<file path="src/rtl/refdet_pkg.sv">
package refdet_pkg;

   localparam int CODE_W  = 4;
   localparam int NUM_NOM = 11;
   localparam int FRAC_W  = 16;

   localparam logic [CODE_W-1:0] CODE_NONE   = 4'd0;
   localparam logic [CODE_W-1:0] CODE_2K     = 4'd1;
   localparam logic [CODE_W-1:0] CODE_8K     = 4'd2;
   localparam logic [CODE_W-1:0] CODE_CUSTOM = 4'd12;

   typedef enum logic [1:0] {
      BW_NONE   = 2'd0,
      BW_NARROW = 2'd1,
      BW_MID    = 2'd2,
      BW_WIDE   = 2'd3
   } bw_e;

   // nominal rate in Hz for table slot idx (slot 0 -> code 1)
   function automatic logic [63:0] nom_hz(input int idx);
      case (idx)
         0:       return 64'd2_000;
         1:       return 64'd8_000;
         2:       return 64'd64_000;
         3:       return 64'd1_544_000;
         4:       return 64'd2_048_000;
         5:       return 64'd6_480_000;
         6:       return 64'd8_192_000;
         7:       return 64'd16_384_000;
         8:       return 64'd19_440_000;
         9:       return 64'd38_880_000;
         default: return 64'd77_760_000;
      endcase
   endfunction

   function automatic logic [63:0] exp_count(input logic [63:0] f_hz,
                                             input logic [63:0] gate,
                                             input logic [63:0] mclk);
      return (f_hz * gate + mclk / 2) / mclk;
   endfunction

   function automatic logic [63:0] tol_of(input logic [63:0] e,
                                          input int sh, input int ab);
      return (e >> sh) + 64'(ab);
   endfunction

   function automatic bw_e bw_for_code(input logic [CODE_W-1:0] c);
      if (c == CODE_NONE)     return BW_NONE;
      else if (c == CODE_2K)  return BW_NARROW;
      else if (c == CODE_8K)  return BW_MID;
      else                    return BW_WIDE;
   endfunction

endpackage

</file>
<file path="src/rtl/refdet_sync_edge.sv">
module refdet_sync_edge #(
   parameter int SYNC_STAGES = 2
) (
   input  logic clk,
   input  logic rst_n,
   input  logic ref_in,
   output logic rise
);
   logic [SYNC_STAGES-1:0] stg;
   logic                   last_q;

   genvar gi;
   generate
      for (gi = 0; gi < SYNC_STAGES; gi++) begin : g_stage
         if (gi == 0) begin : g_first
            always_ff @(posedge clk or negedge rst_n)
               if (!rst_n) stg[0] <= 1'b0;
               else        stg[0] <= ref_in;
         end else begin : g_next
            always_ff @(posedge clk or negedge rst_n)
               if (!rst_n) stg[gi] <= 1'b0;
               else        stg[gi] <= stg[gi-1];
         end
      end
   endgenerate

   always_ff @(posedge clk or negedge rst_n)
      if (!rst_n) last_q <= 1'b0;
      else        last_q <= stg[SYNC_STAGES-1];

   assign rise = stg[SYNC_STAGES-1] & ~last_q;

   // one edge yields exactly one count pulse
   a_r9_single_pulse: assert property (@(posedge clk) disable iff (!rst_n)
      rise |=> !rise);

endmodule

</file>
<file path="src/rtl/refdet_gate_counter.sv">
module refdet_gate_counter #(
   parameter int GATE_CYCLES = 1024,
   parameter int CNT_W       = 11
) (
   input  logic             clk,
   input  logic             rst_n,
   input  logic             rise,
   output logic [CNT_W-1:0] meas_cnt,
   output logic             meas_stb
);
   localparam int GW = (GATE_CYCLES > 2) ? $clog2(GATE_CYCLES) : 1;
   localparam logic [GW-1:0] LAST = GW'(GATE_CYCLES - 1);

   logic [GW-1:0]    gate_q;
   logic [CNT_W-1:0] edges_q;
   logic             at_end;

   assign at_end = (gate_q == LAST);

   always_ff @(posedge clk or negedge rst_n)
      if (!rst_n) begin
         gate_q   <= '0;
         edges_q  <= '0;
         meas_cnt <= '0;
         meas_stb <= 1'b0;
      end else begin
         meas_stb <= at_end;
         if (at_end) begin
            gate_q   <= '0;
            edges_q  <= '0;
            meas_cnt <= edges_q + CNT_W'(rise);
         end else begin
            gate_q  <= gate_q + 1'b1;
            edges_q <= edges_q + CNT_W'(rise);
         end
      end

   // window results are spaced, never back to back
   a_r2_stb_spacing: assert property (@(posedge clk) disable iff (!rst_n)
      meas_stb |=> !meas_stb);

endmodule

</file>
<file path="src/rtl/refdet_classifier.sv">
module refdet_classifier
   import refdet_pkg::*;
#(
   parameter longint unsigned MCLK_HZ     = 311_040_000,
   parameter int              GATE_CYCLES = 1024,
   parameter int              CNT_W       = 11,
   parameter int              TOL_SHIFT   = 5,
   parameter int              TOL_ABS     = 1,
   parameter int              MULT_W      = 16,
   parameter bit              CUSTOM_EN   = 1'b1
) (
   input  logic [CNT_W-1:0]  meas_cnt,
   input  logic [MULT_W-1:0] custom_mult,
   output logic [CODE_W-1:0] cls_code,
   output bw_e               cls_bw
);
   logic [63:0]        meas64;
   logic [NUM_NOM-1:0] nom_hit;
   logic               cust_hit;

   assign meas64 = 64'(meas_cnt);

   genvar gi;
   generate
      for (gi = 0; gi < NUM_NOM; gi++) begin : g_nom
         localparam logic [63:0] EXPC = exp_count(nom_hz(gi), 64'(GATE_CYCLES), 64'(MCLK_HZ));
         localparam logic [63:0] TOLC = tol_of(EXPC, TOL_SHIFT, TOL_ABS);
         localparam bit          USED = (EXPC > TOLC);
         if (USED) begin : g_on
            assign nom_hit[gi] = (meas64 >= EXPC - TOLC) && (meas64 <= EXPC + TOLC);
         end else begin : g_off
            assign nom_hit[gi] = 1'b0;
         end
      end

      if (CUSTOM_EN) begin : g_cust
         localparam logic [63:0] STEP_Q =
            ((64'd8_000 * 64'(GATE_CYCLES)) << FRAC_W) / 64'(MCLK_HZ);
         logic [63:0] prod, exp_c, tol_c;
         always_comb begin
            prod  = 64'(custom_mult) * STEP_Q;
            exp_c = (prod + (64'd1 << (FRAC_W - 1))) >> FRAC_W;
            tol_c = (exp_c >> TOL_SHIFT) + 64'(TOL_ABS);
         end
         assign cust_hit = (custom_mult != '0) && (exp_c > tol_c) &&
                           (meas64 >= exp_c - tol_c) && (meas64 <= exp_c + tol_c);
      end else begin : g_nocust
         assign cust_hit = 1'b0;
      end
   endgenerate

   // lowest table slot wins, custom only when no nominal slot matches
   always_comb begin
      cls_code = CODE_NONE;
      if (cust_hit) cls_code = CODE_CUSTOM;
      for (int i = NUM_NOM - 1; i >= 0; i--)
         if (nom_hit[i]) cls_code = CODE_W'(i + 1);
      if (meas_cnt == '0) cls_code = CODE_NONE;
   end

   always_comb begin
      if (cls_code == CODE_CUSTOM)
         cls_bw = (custom_mult == MULT_W'(1)) ? BW_MID : BW_WIDE;
      else
         cls_bw = bw_for_code(cls_code);
   end

endmodule

</file>
<file path="src/rtl/refdet_qualifier.sv">
module refdet_qualifier
   import refdet_pkg::*;
(
   input  logic              clk,
   input  logic              rst_n,
   input  logic              meas_stb,
   input  logic [CODE_W-1:0] cls_code,
   input  bw_e               cls_bw,
   output logic [CODE_W-1:0] code_o,
   output logic              valid_o,
   output bw_e               bw_o,
   output logic              upd_o
);
   logic agree;

   assign agree = (cls_code != CODE_NONE) && (cls_code == code_o);

   always_ff @(posedge clk or negedge rst_n)
      if (!rst_n) begin
         code_o  <= CODE_NONE;
         valid_o <= 1'b0;
         bw_o    <= BW_NONE;
         upd_o   <= 1'b0;
      end else begin
         upd_o <= meas_stb;
         if (meas_stb) begin
            code_o  <= cls_code;
            valid_o <= agree;
            bw_o    <= agree ? cls_bw : BW_NONE;
         end
      end

   // outputs only move together with the update strobe
   a_r2_hold_between: assert property (@(posedge clk) disable iff (!rst_n)
      !upd_o |-> ($stable(code_o) && $stable(valid_o) && $stable(bw_o)));

   // confirmation never comes with a code change
   a_r7_confirm_same: assert property (@(posedge clk) disable iff (!rst_n)
      $rose(valid_o) |-> $stable(code_o));

   // a confirmed result always carries a real code
   a_r5_valid_code: assert property (@(posedge clk) disable iff (!rst_n)
      valid_o |-> (code_o != CODE_NONE));

endmodule

</file>
<file path="src/rtl/ref_freq_detect.sv">
module ref_freq_detect
   import refdet_pkg::*;
#(
   parameter longint unsigned MCLK_HZ     = 311_040_000,
   parameter int              GATE_CYCLES = 311_040,
   parameter int              TOL_SHIFT   = 5,
   parameter int              TOL_ABS     = 1,
   parameter int              SYNC_STAGES = 2,
   parameter int              MULT_W      = 16,
   parameter bit              CUSTOM_EN   = 1'b1
) (
   input  logic              clk_m,
   input  logic              rst_n,
   input  logic              ref_in,
   input  logic [MULT_W-1:0] custom_mult,
   output logic [3:0]        freq_code,
   output logic              freq_valid,
   output logic [1:0]        bw_sel,
   output logic              upd_stb
);
   localparam int CNT_W = $clog2(GATE_CYCLES + 1) + 1;

   generate
      if (GATE_CYCLES < 2) begin : g_bad_gate
         $error("GATE_CYCLES must be at least 2");
      end
      if (SYNC_STAGES < 2) begin : g_bad_sync
         $error("SYNC_STAGES must be at least 2");
      end
      if (MCLK_HZ == 0) begin : g_bad_mclk
         $error("MCLK_HZ must be nonzero");
      end
      if (TOL_SHIFT < 1 || TOL_SHIFT > 16) begin : g_bad_tol
         $error("TOL_SHIFT out of range");
      end
   endgenerate

   logic              rise;
   logic [CNT_W-1:0]  meas_cnt;
   logic              meas_stb;
   logic [CODE_W-1:0] cls_code;
   bw_e               cls_bw;
   bw_e               bw_q;

   refdet_sync_edge #(.SYNC_STAGES(SYNC_STAGES)) u_sync (
      .clk(clk_m), .rst_n(rst_n), .ref_in(ref_in), .rise(rise));

   refdet_gate_counter #(.GATE_CYCLES(GATE_CYCLES), .CNT_W(CNT_W)) u_gate (
      .clk(clk_m), .rst_n(rst_n), .rise(rise),
      .meas_cnt(meas_cnt), .meas_stb(meas_stb));

   refdet_classifier #(
      .MCLK_HZ(MCLK_HZ), .GATE_CYCLES(GATE_CYCLES), .CNT_W(CNT_W),
      .TOL_SHIFT(TOL_SHIFT), .TOL_ABS(TOL_ABS), .MULT_W(MULT_W),
      .CUSTOM_EN(CUSTOM_EN)
   ) u_cls (
      .meas_cnt(meas_cnt), .custom_mult(custom_mult),
      .cls_code(cls_code), .cls_bw(cls_bw));

   refdet_qualifier u_qual (
      .clk(clk_m), .rst_n(rst_n), .meas_stb(meas_stb),
      .cls_code(cls_code), .cls_bw(cls_bw),
      .code_o(freq_code), .valid_o(freq_valid), .bw_o(bw_q), .upd_o(upd_stb));

   assign bw_sel = bw_q;

   // an edgeless window can never post a code
   a_r6_silent_window: assert property (@(posedge clk_m) disable iff (!rst_n)
      (meas_stb && meas_cnt == '0) |=> (freq_code == CODE_NONE && !freq_valid));

   // confirmed 2 kHz reference always selects the narrow class
   a_r8_narrow_bw: assert property (@(posedge clk_m) disable iff (!rst_n)
      (freq_valid && freq_code == CODE_2K) |-> (bw_sel == 2'd1));

   // no bandwidth class without confirmation
   a_r8_none_unvalid: assert property (@(posedge clk_m) disable iff (!rst_n)
      !freq_valid |-> (bw_sel == 2'd0));

endmodule

</file>
<file path="config.mk">
export PLATFORM = sky130hd
export DESIGN_NAME = ref_freq_detect
export DESIGN_NICKNAME = d
export VERILOG_FILES = /design/src/rtl/refdet_pkg.sv /design/src/rtl/refdet_sync_edge.sv /design/src/rtl/refdet_gate_counter.sv /design/src/rtl/refdet_classifier.sv /design/src/rtl/refdet_qualifier.sv /design/src/rtl/ref_freq_detect.sv
export SDC_FILE = /design/constraint.sdc
export NUM_CORES = 1
export LEC_CHECK = 0
export ABC_AREA = 0
export CAP_MARGIN = 10
export CORE_UTILIZATION = 37
export DETAILED_ROUTE_END_ITERATION = 10
export GPL_ROUTABILITY_DRIVEN = 0
export SLEW_MARGIN = 10
export SYNTH_ARGS = -nofsm -noshare
export SYNTH_HDL_FRONTEND = slang
export SYNTH_SLANG_ARGS = --single-unit
export TNS_END_PERCENT = 1
</file>
<file path="constraint.sdc">
create_clock -name clk_m -period 6.41 [get_ports clk_m]
set_clock_uncertainty 0.15 [all_clocks]
set_input_delay 1.6025 -clock clk_m [delete_from_list [all_inputs] [get_ports clk_m]]
set_output_delay 1.6025 -clock clk_m [all_outputs]
set_load 0.01 [all_outputs]
</file>
# Word level (Yosys, flattened, before mapping)
# Index checks and enable logic that the tools add are counted.
# classes
n_reduce_logical	19
n_addsub	6
mux	21
n_lt_le_gt_ge	25
n_bitwise	2
eq_ne	6
# ops
cell	count
48-bit by 64-bit adder with 64-bit output	1
20-bit by 64-bit >= comparator with 1-bit output	1
48-bit by 64-bit greater-than comparator with 1-bit output	1
20-bit by 64-bit less-or-equal comparator with 1-bit output	1
48-bit by 64-bit subtractor with 64-bit output	1
4-bit two-way mux	13
43-bit by 1-bit adder with 44-bit output, second input constant	1
20-bit by 11-bit >= comparator with 1-bit output, second input constant	2
20-bit by 13-bit >= comparator with 1-bit output, second input constant	2
20-bit by 15-bit less-or-equal comparator with 1-bit output, second input constant	2
35-bit by 16-bit adder with 36-bit output, second input constant	1
20-bit by 1-bit adder with 20-bit output	1
20-bit by 1-bit >= comparator with 1-bit output, second input constant	1
20-bit by 14-bit >= comparator with 1-bit output, second input constant	1
20-bit by 15-bit >= comparator with 1-bit output, second input constant	1
20-bit by 16-bit >= comparator with 1-bit output, second input constant	1
20-bit by 17-bit >= comparator with 1-bit output, second input constant	1
20-bit by 3-bit >= comparator with 1-bit output, second input constant	1
20-bit by 6-bit >= comparator with 1-bit output, second input constant	1
20-bit by 11-bit less-or-equal comparator with 1-bit output, second input constant	1
20-bit by 12-bit less-or-equal comparator with 1-bit output, second input constant	1
20-bit by 13-bit less-or-equal comparator with 1-bit output, second input constant	1
20-bit by 14-bit less-or-equal comparator with 1-bit output, second input constant	1
20-bit by 16-bit less-or-equal comparator with 1-bit output, second input constant	1
22 further kinds	40
# totals
register_bits	71
wordCells	90
inputBits	19
output_inout_bits	8

# Logic depth before layout (Yosys ltp)
# Gate-level depths: netlist of run 1.
# logic_depth
depth_word	25
mapped_depth	26
depth_no_buf	25

# Hierarchy
# From an unflattened synthesis of run 1, not the netlist that was laid out.
# unflattened
hier_cells	754
area_unflattened_um2	6495.0
# by_module_without_submodules
module	area_per_inst_um2	seq_area_each_um2	n_inst	cells_per_inst
refdet_classifier	3283.1	0.0	1	463
refdet_gate_counter	2760.1	1501.4	1	257
refdet_qualifier	362.8	200.2	1	30
refdet_sync_edge	88.8	75.1	1	4

# Least setup slack after synthesis of run 1
# No wires, ideal clock.
# synth_path
kind	input to register
start	in custom_mult[2]
end	reg u_qual.bw_o[0]
cell_stages	26
n_path_buf	1
slack_ns	-0.132
setup_ns	0.139
arrival_time_ns	6.253
path_cell_list	ha_1 -> nand2_1 -> nor2_1 -> inv_1 -> nor2_1 -> and3_1 -> xor2_1 -> ha_1 -> clkbuf_1 -> nor4_1 -> nand2_1 -> a211oi_1 -> a211oi_1 -> nand2b_1 -> and3b_1 -> ha_1 -> ha_1 -> nand2_1 -> o21bai_1 -> o221ai_1 -> or3_1 -> a21oi_2 -> a31oi_2 -> or3_1 -> nand4_1 -> o32ai_1
# synth_between
elab_chain_len	25
word_cells_on_any_way	38
classes_between	4 x add/sub; 3 x order compare; 5 x eq/ne; 19 x mux; 7 x reduce/logical
# synth_rtl
element	line_no	rtl
start: declaration	ref_freq_detect.sv:15	input logic [MULT_W-1:0] custom_mult,
35-bit by 16-bit adder with 36-bit output	refdet_classifier.sv:42	exp_c = (prod + (64'd1 << (FRAC_W - 1))) >> FRAC_W;
43-bit by 1-bit adder with 44-bit output	refdet_classifier.sv:43	tol_c = (exp_c >> TOL_SHIFT) + 64'(TOL_ABS);
48-bit by 64-bit subtractor with 64-bit output / 48-bit by 64-bit greater-than comparator with 1-bit output (equally long branches)	refdet_classifier.sv:46, refdet_classifier.sv:45	
20-bit by 64-bit >= comparator with 1-bit output / 1-bit logical AND (equally long branches)	refdet_classifier.sv:46, refdet_classifier.sv:45	
1-bit logical AND	refdet_classifier.sv:45	assign cust_hit = (custom_mult != '0) && (exp_c > tol_c) &&
1-bit logical AND	refdet_classifier.sv:46	(meas64 >= exp_c - tol_c) && (meas64 <= exp_c + tol_c);
4-bit two-way mux	refdet_classifier.sv:55	if (cust_hit) cls_code = CODE_CUSTOM;
4-bit two-way mux (11 in series)	refdet_classifier.sv:57	if (nom_hit[i]) cls_code = CODE_W'(i + 1);
4-bit two-way mux	refdet_classifier.sv:58	if (meas_cnt == '0) cls_code = CODE_NONE;
4-bit by 2-bit equality test with 1-bit output	refdet_pkg.sv:50	else if (c == CODE_8K) return BW_MID;
1-bit two-way mux	refdet_pkg.sv:50	
2-bit two-way mux	refdet_pkg.sv:49	else if (c == CODE_2K) return BW_NARROW;
2-bit two-way mux	refdet_pkg.sv:48	if (c == CODE_NONE) return BW_NONE;
2-bit two-way mux	refdet_classifier.sv:62	if (cls_code == CODE_CUSTOM)
2-bit two-way mux (*)	refdet_qualifier.sv:29	bw_o <= agree ? cls_bw : BW_NONE;
end signal: assignment	refdet_qualifier.sv:29	
end: declaration	refdet_qualifier.sv:11	output bw_e bw_o,
# Mark *: on every way between the ends. The rest lies on a longest branch, timed or not.
# A chain may end at the register's enable or synchronous reset.

# Worst setup path in the final report of run 1
# layout_path
start	in custom_mult[5]
end	reg u_qual.valid_o
# layout_between
elab_chain_len	21
word_cells_on_any_way	27
classes_between	4 x add/sub; 3 x order compare; 1 x eq/ne; 13 x mux; 6 x reduce/logical
# layout_rtl
element	line_no	rtl
35-bit by 16-bit adder with 36-bit output	refdet_classifier.sv:42	
43-bit by 1-bit adder with 44-bit output	refdet_classifier.sv:43	
48-bit by 64-bit subtractor with 64-bit output / 48-bit by 64-bit greater-than comparator with 1-bit output (equally long branches)	refdet_classifier.sv:46, refdet_classifier.sv:45	
20-bit by 64-bit >= comparator with 1-bit output / 1-bit logical AND (equally long branches)	refdet_classifier.sv:46, refdet_classifier.sv:45	
1-bit logical AND	refdet_classifier.sv:45	
1-bit logical AND (*)	refdet_classifier.sv:46	
4-bit two-way mux (*)	refdet_classifier.sv:55	
4-bit two-way mux (*) (11 in series)	refdet_classifier.sv:57	
4-bit two-way mux (*)	refdet_classifier.sv:58	
4-bit equality test / 4-bit nonzero test (equally long branches)	refdet_qualifier.sv:16	assign agree = (cls_code != CODE_NONE) && (cls_code == code_o);
1-bit logical AND (*)	refdet_qualifier.sv:16	
end signal: assignment	refdet_qualifier.sv:28	valid_o <= agree;
end: declaration	refdet_qualifier.sv:10	output logic valid_o,
# Marks and branches as above.

==> flow_metrics.tcl, run 1 <==
set metrics [dict create \
    initial_utilization_pct 37.7 \
    netlist_instances 766 \
    max_stage_delay_ns 0.40 \
    power.density_nw_per_um2 166 \
    final_antenna_net_count 0 \
    port_buffers 26 \
    yosysWarnings 0 \
    drive_gt1_share_pct 23.4 \
    synth-xor-area-share_pct 11.0 \
    synth_compound_area_share_pct 15.3 \
    avgSynthCellArea_um2 8.14 \
    slowest_stage "or3_1" \
    core_um2 16500 \
    setup_viol 0 \
    grt_use_total_pct 19.9 \
    synth_nets 856 \
    num_io_pins 27 \
    die_h_um 132 \
    synth_top_area_cell "dfrtp_1" \
    synth_top_family_by_area "simple AND/OR/NAND/NOR gates" \
    cp.arrival_ns 6.20 \
    timing.setup.tns_ns 0 \
    drc 0 \
    vias 5816 \
    stdcell_area_um2 8250 \
    syn_to_final_growth_pct 32.3 \
    synthFlopType "dfrtp_1" \
    yosys.area_share.simple_pct 25.4 \
    power.leakage_nw 3.78 \
    worst-setup-path-type "in2reg" \
    htreeDepth 3 \
    wirelength_um 16900 \
    clk_latency_ns 0.34 \
    synthTopCellsByArea "dfrtp_1, ha_1, xnor2_1" \
    dp_hpwl_um 12400 \
    netlist.area_leader.share_pct 28.5 \
    period_needed_ns 6.15 \
    r2r_slack_ns 3.12 \
    grt_antenna_before_repair 0 \
    grt_max_degree 72 \
    grt_pass1_vias 5688 \
    start_kind "input port" \
    ys_ff_latch 71 \
    grt_pass1_wl_um 28100 \
    vias_per_cell 5.24 \
    yosys.area_share.adder_pct 14.4 \
    rows 47 \
    dr.pass1.iters 5 \
    synth.distinct_cells 70 \
    n_antenna_cell 0 \
    worst_ir_drop_vdd_uv 185 \
    async_flop_share_pct 100 \
    clock-root-buffer "clkbuf_16" \
    cp-end-kind "flip-flop" \
    synth_area_um2 6240 \
    fmax_ghz 0.163 \
    clkSinkCount 71 \
    path_clk_slew_ns 0.06 \
    hold_viol_final 0 \
    cts_tree "yes" \
    critPathMaxFanout 5 \
    dr.first_iter.drc_count 395 \
    cts_made_buffers 9 \
    avgRoutedWirePerCell_um 15.2 \
    crit_required_ns 6.46 \
    grt_overflow 0 \
    synth-seq-area-share_pct 28.5 \
    fin_crit_sh_pct 95.9 \
    maxSlewViolCount 0 \
    nNetsFinal 975 \
    die_x_um 132 \
    max_cap_viol_count 0 \
    worst_pin_slew_ns 1.12 \
    synth_edf_count 0 \
    synthMuxAreaShare_pct 0.702 \
    placed_cell_area_um2 7390 \
    min_path_type "reg2reg" \
    status "finished clean" \
    cts_buffer_depth 2 \
    dieArea_um2 17400 \
    worst_slew_margin_rel_pct 25.5 \
]
[synthesized netlist by cell type, types with 6 or more instances]
cell type and count:
o31ai_1 6, nand2_1 69, or3_1 6, nor2_1 85, a21oi_1 41, a211oi_1 7, o21ai_0 39, ha_1 70
xnor2_1 48, nand3_1 38, and3_1 11, nor3_1 21, nand4_1 15, xor2_1 30, nor2b_1 17, nand2b_1 9
clkbuf_1 25, dfrtp_1 71, nor4_1 14, inv_1 46
[layout by cell type (no fill, tap or decap), types with 17 or more instances in the layout]
master	netlist	layout
nor2_1	85	82
nand3_1	38	33
o21ai_0	39	35
xnor2_1	48	45
dfrtp_1	71	71
a21oi_1	41	34
xor2_1	30	24
nor3_1	21	19
buf_4	0	108
nor2b_1	17	17
inv_1	46	46
nand2_1	69	68
ha_1	70	62
[flip-flops by register name, summed over array words and instances (netlist names)]
register	flops
u_sync.last_q	1
u_gate.meas_stb	1
u_qual.upd_o	1
u_qual.code_o	4
u_gate.edges_q	20
u_qual.bw_o	2
u_gate.gate_q	19
u_gate.meas_cnt	20
u_qual.valid_o	1
u_sync.stg	2
[critical path, delay by kind of cell]
family	cells	cell delay [ns]
AOI/OAI and AO/OA	6	1.03
adders and majority gates	3	0.72
xor gates and xnor gates	1	0.22
buffers and inverters	4	0.60
and+or+nand+nor	11	2.02
[area by class of cell]
cell class	count	area [µm²]
flip-flops and latches	71	1780
fillers	1593	8270
multi-input cells	618	4580
inverters	47	176
repair buffers	138	1120
well taps	220	275
clock inverters	7	96.3
clock buffers	9	225
[kinds of logic (layout without fill, tap and decap cells)]
logic type	count (synthesis)	in the layout
compound gates	150	150
xor+xnor	78	78
fa+ha+maj	71	71
buf+inv	77	201
flops	71	71
mux	4	4
simple gates	315	315
[metrics by stage]
step	setup WS (ns)	util [%]	power, mW	cells	hold slack, ns
floorplan	0.00170	-	0.665	766	0.181
global placement	-0.629	44.7	0.805	1079	0.184
detailed placement	-0.720	44.7	0.806	1079	0.188
CTS	0.00825	47.5	1.36	1101	0.201
global route	-0.0190	49.9	1.45	1110	0.203
finish	0.263	49.9	1.37	1110	0.199
[routing by layer]
metal  vias to the layer above  routed length [µm]  global-route usage [%]
met5                         -                   0                       0
met4                         0                 218                    5.81
met3                        18                 454                    2.35
met2                       113                8230                    33.0
met1                      2745                8000                    27.2
li1                       2940                   -                       -
[final timing paths]
| check | from | endpoint | cells past startpoint |
|---|---|---|---|
| worst max-delay path | custom_mult[5] | u_qual.valid_o | 25 |
| worst min-delay path | u_sync.stg[0] | u_sync.stg[1] | 0 |
| worst max register to register | u_gate.meas_cnt[6] | u_qual.bw_o[0] | 9 |
| worst min register to register | u_sync.stg[0] | u_sync.stg[1] | 0 |
| max in group asynchronous | rst_n | u_gate.gate_q[14] | 2 |
| min in group asynchronous | rst_n | u_gate.edges_q[1] | 2 |
[repair_timing]
action,4_1_cts,5_1_grt
cloned,0,0
pin swaps,20,39
setup buffers,6,9
hold buffers,0,0
resized for setup,26,79
endpoints found under the setup margin,5,5
[power breakdown]
| part | internal [mW] | switching, mW |
|---|---|---|
| registers | 0.466 | 0.0148 |
| logic | 0.174 | 0.184 |
| clock network | 0.341 | 0.193 |
| total | 0.981 | 0.392 |
(Power assumes the default switching activity.)
==> run 2, diff against run 1 <==
--- a/config.mk
+++ b/config.mk
@@ -7,9 +7,10 @@
 export LEC_CHECK = 0
 export ABC_AREA = 0
 export CAP_MARGIN = 10
-export CORE_UTILIZATION = 37
+export CORE_UTILIZATION = 59
 export DETAILED_ROUTE_END_ITERATION = 10
 export GPL_ROUTABILITY_DRIVEN = 0
+export PLACE_DENSITY = 0.78
 export SLEW_MARGIN = 10
 export SYNTH_ARGS = -nofsm -noshare
 export SYNTH_HDL_FRONTEND = slang
==> flow_metrics.tcl, run 2 (same netlist as run 1, synthesis figures left out) <==
set metrics [dict create \
    critPathMaxFanout 4 \
    final_cells 1019 \
    dp_cells 988 \
    multi_input_area_um2 4520 \
    power.leakage_nw 3.69 \
    power.density_nw_per_um2 161 \
    initial_utilization_pct 60.7 \
    reg_top3 "u_gate.edges_q (20), u_gate.meas_cnt (20), u_gate.gate_q (19)" \
    port_buffers 26 \
    worst_slew_margin_rel_pct 27.3 \
    mostFrequentLayoutCells "buf_4, nor2_1, dfrtp_1, nand2_1, ha_1" \
    grt_max_degree 72 \
    rr_startpoint "u_gate.meas_cnt[5]" \
    grt_pass1_vias 6104 \
    worst_ir_drop_vdd_uv 201 \
    setup_viol 0 \
    htreeDepth 3 \
    cts_buffer_depth 2 \
    period_needed_ns 6.37 \
    min_path_type "reg2reg" \
    core_um2 10300 \
    drive_gt1_share_pct 22.4 \
    layout_commonest_cell "buf_4" \
    rr_endpoint "u_qual.bw_o[1]" \
    final_antenna_net_count 0 \
    pwr-share-seq_pct 37.7 \
    cts_tree "yes" \
    hold_viol_final 0 \
    holdPathEnd "u_sync.stg[1]" \
    status "finished clean" \
    num_io_pins 27 \
    clkSinkCount 71 \
    r2r_slack_ns 2.90 \
    dr.first_iter.drc_count 574 \
    maxSlewViolCount 0 \
    vias 6200 \
    holdPathStages 0 \
    holdBufCountCts 0 \
    wirelength_um 17700 \
    die_h_um 105 \
    rows 37 \
    die_x_um 105 \
    grt_use_total_pct 31.7 \
    regArea_um2 1780 \
    grt_pass1_wl_um 28300 \
    timing.setup.tns_ns 0 \
    postLayoutCoreUtil_pct 77.2 \
    worst-setup-path-type "in2reg" \
    grt_overflow 0 \
    p_switching_mw 0.367 \
    vias_per_cell 6.08 \
    clock-root-buffer "clkbuf_8" \
    dr.pass1.iters 5 \
    fmax_ghz 0.157 \
    avgRoutedWirePerCell_um 17.4 \
    holdWs_ns 0.202 \
    start_kind "input port" \
    path_clk_slew_ns 0.08 \
    max_cap_viol_count 0 \
    syn_to_final_growth_pct 27.2 \
    fillerInstances 690 \
    netSwitchingFraction_pct 28.8 \
    cellInternalPower_mw 0.906 \
    p_clk_share_pct 33.8 \
    cp.arrival_ns 6.44 \
    grt_antenna_before_repair 0 \
    cp-end-kind "flip-flop" \
    clk_latency_ns 0.34 \
    nNetsFinal 968 \
    comb_power_share_pct 28.5 \
    worst_pin_slew_ns 1.09 \
    cts_made_buffers 9 \
    n_antenna_cell 0 \
    dieArea_um2 11000 \
    drc 0 \
    min_from "u_sync.stg[0]" \
    crit_required_ns 6.48 \
    fin_crit_sh_pct 99.4 \
    reg2reg_depth 9 \
    dp_hpwl_um 12400 \
]
==> run 2: how the worst max path moves through the flow <==
stage,depth (start not counted),from,end,slack (ns)
final,26,custom_mult[2],u_qual.valid_o,0.04
after global placement,24,custom_mult[2],u_qual.valid_o,-0.55
after global routing,26,custom_mult[2],u_qual.valid_o,-0.15
after CTS,25,custom_mult[7],u_qual.valid_o,0.04
after floorplan,26,custom_mult[2],u_qual.bw_o[0],0.002
after detailed placement,27,custom_mult[2],u_qual.bw_o[1],-0.82
==> run 2: per-stage QoR <==
step / power [mW] / worst slack [ns] / cell area, µm²
after global routing: 1.33 / -0.148 / 7930
after CTS: 1.25 / 0.0366 / 7660
final: 1.27 / 0.0399 / 7930
after floorplan: 0.665 / 0.00170 / 6250
after detailed placement: 0.805 / -0.815 / 7230
after global placement: 0.790 / -0.547 / 7230
==> run 2: power by group through the flow <==
| stage | Combinational, mW | Sequential (mW) | Clock, mW |
|---|---|---|---|
| CTS | 0.334 | 0.480 | 0.438 |
| global route | 0.396 | 0.482 | 0.454 |
| floorplan | 0.179 | 0.486 | 0 |
| finish | 0.363 | 0.480 | 0.431 |
| detailed placement | 0.316 | 0.489 | 0 |
| global placement | 0.303 | 0.487 | 0 |
==> run 2: worst max-delay path, stage by stage <==
cell and delay, ns:
clkbuf_2 0.15, ha_4 0.16, nand2_1 0.06, nor2_2 0.12
buf_4 0.14, xor2_1 0.27, ha_1 0.33, buf_4 0.17
nor4_2 0.41, nand2_1 0.11, a211oi_2 0.23, a211oi_2 0.07
nand2b_4 0.15, and3b_1 0.19, ha_4 0.22, ha_4 0.26
a31oi_1 0.08, nor2b_1 0.18, o221ai_2 0.13, or3_4 0.35
a21oi_4 0.16, a31oi_4 0.12, or3_1 0.34, nand4_1 0.21
buf_4 0.15, o22ai_1 0.05
==> run 2: timing repair <==
item | CTS | global route
setup endpoints to repair | 4 | 5
gates resized for setup | 32 | 58
pin swaps | 20 | 34
buffers inserted | 6 | 9
==> run 2: layout make-up <==
cell class | instances | share of cell area (%)
timing repair buffer | 131 | 13.1
clock buffer | 10 | 1.74
sequential | 71 | 22.4
inverter | 47 | 2.22
tap | 136 | 2.15
multi-input combinational | 618 | 57.0
clock inverter | 6 | 1.36
==> run 2: metal layers <==
metal	track usage [%]	vias up	routed length, µm
li1	-	2935	-
met1	37.9	2968	7240
met2	56.5	225	8970
met3	3.56	72	671
met4	15.6	0	848
met5	0	-	0
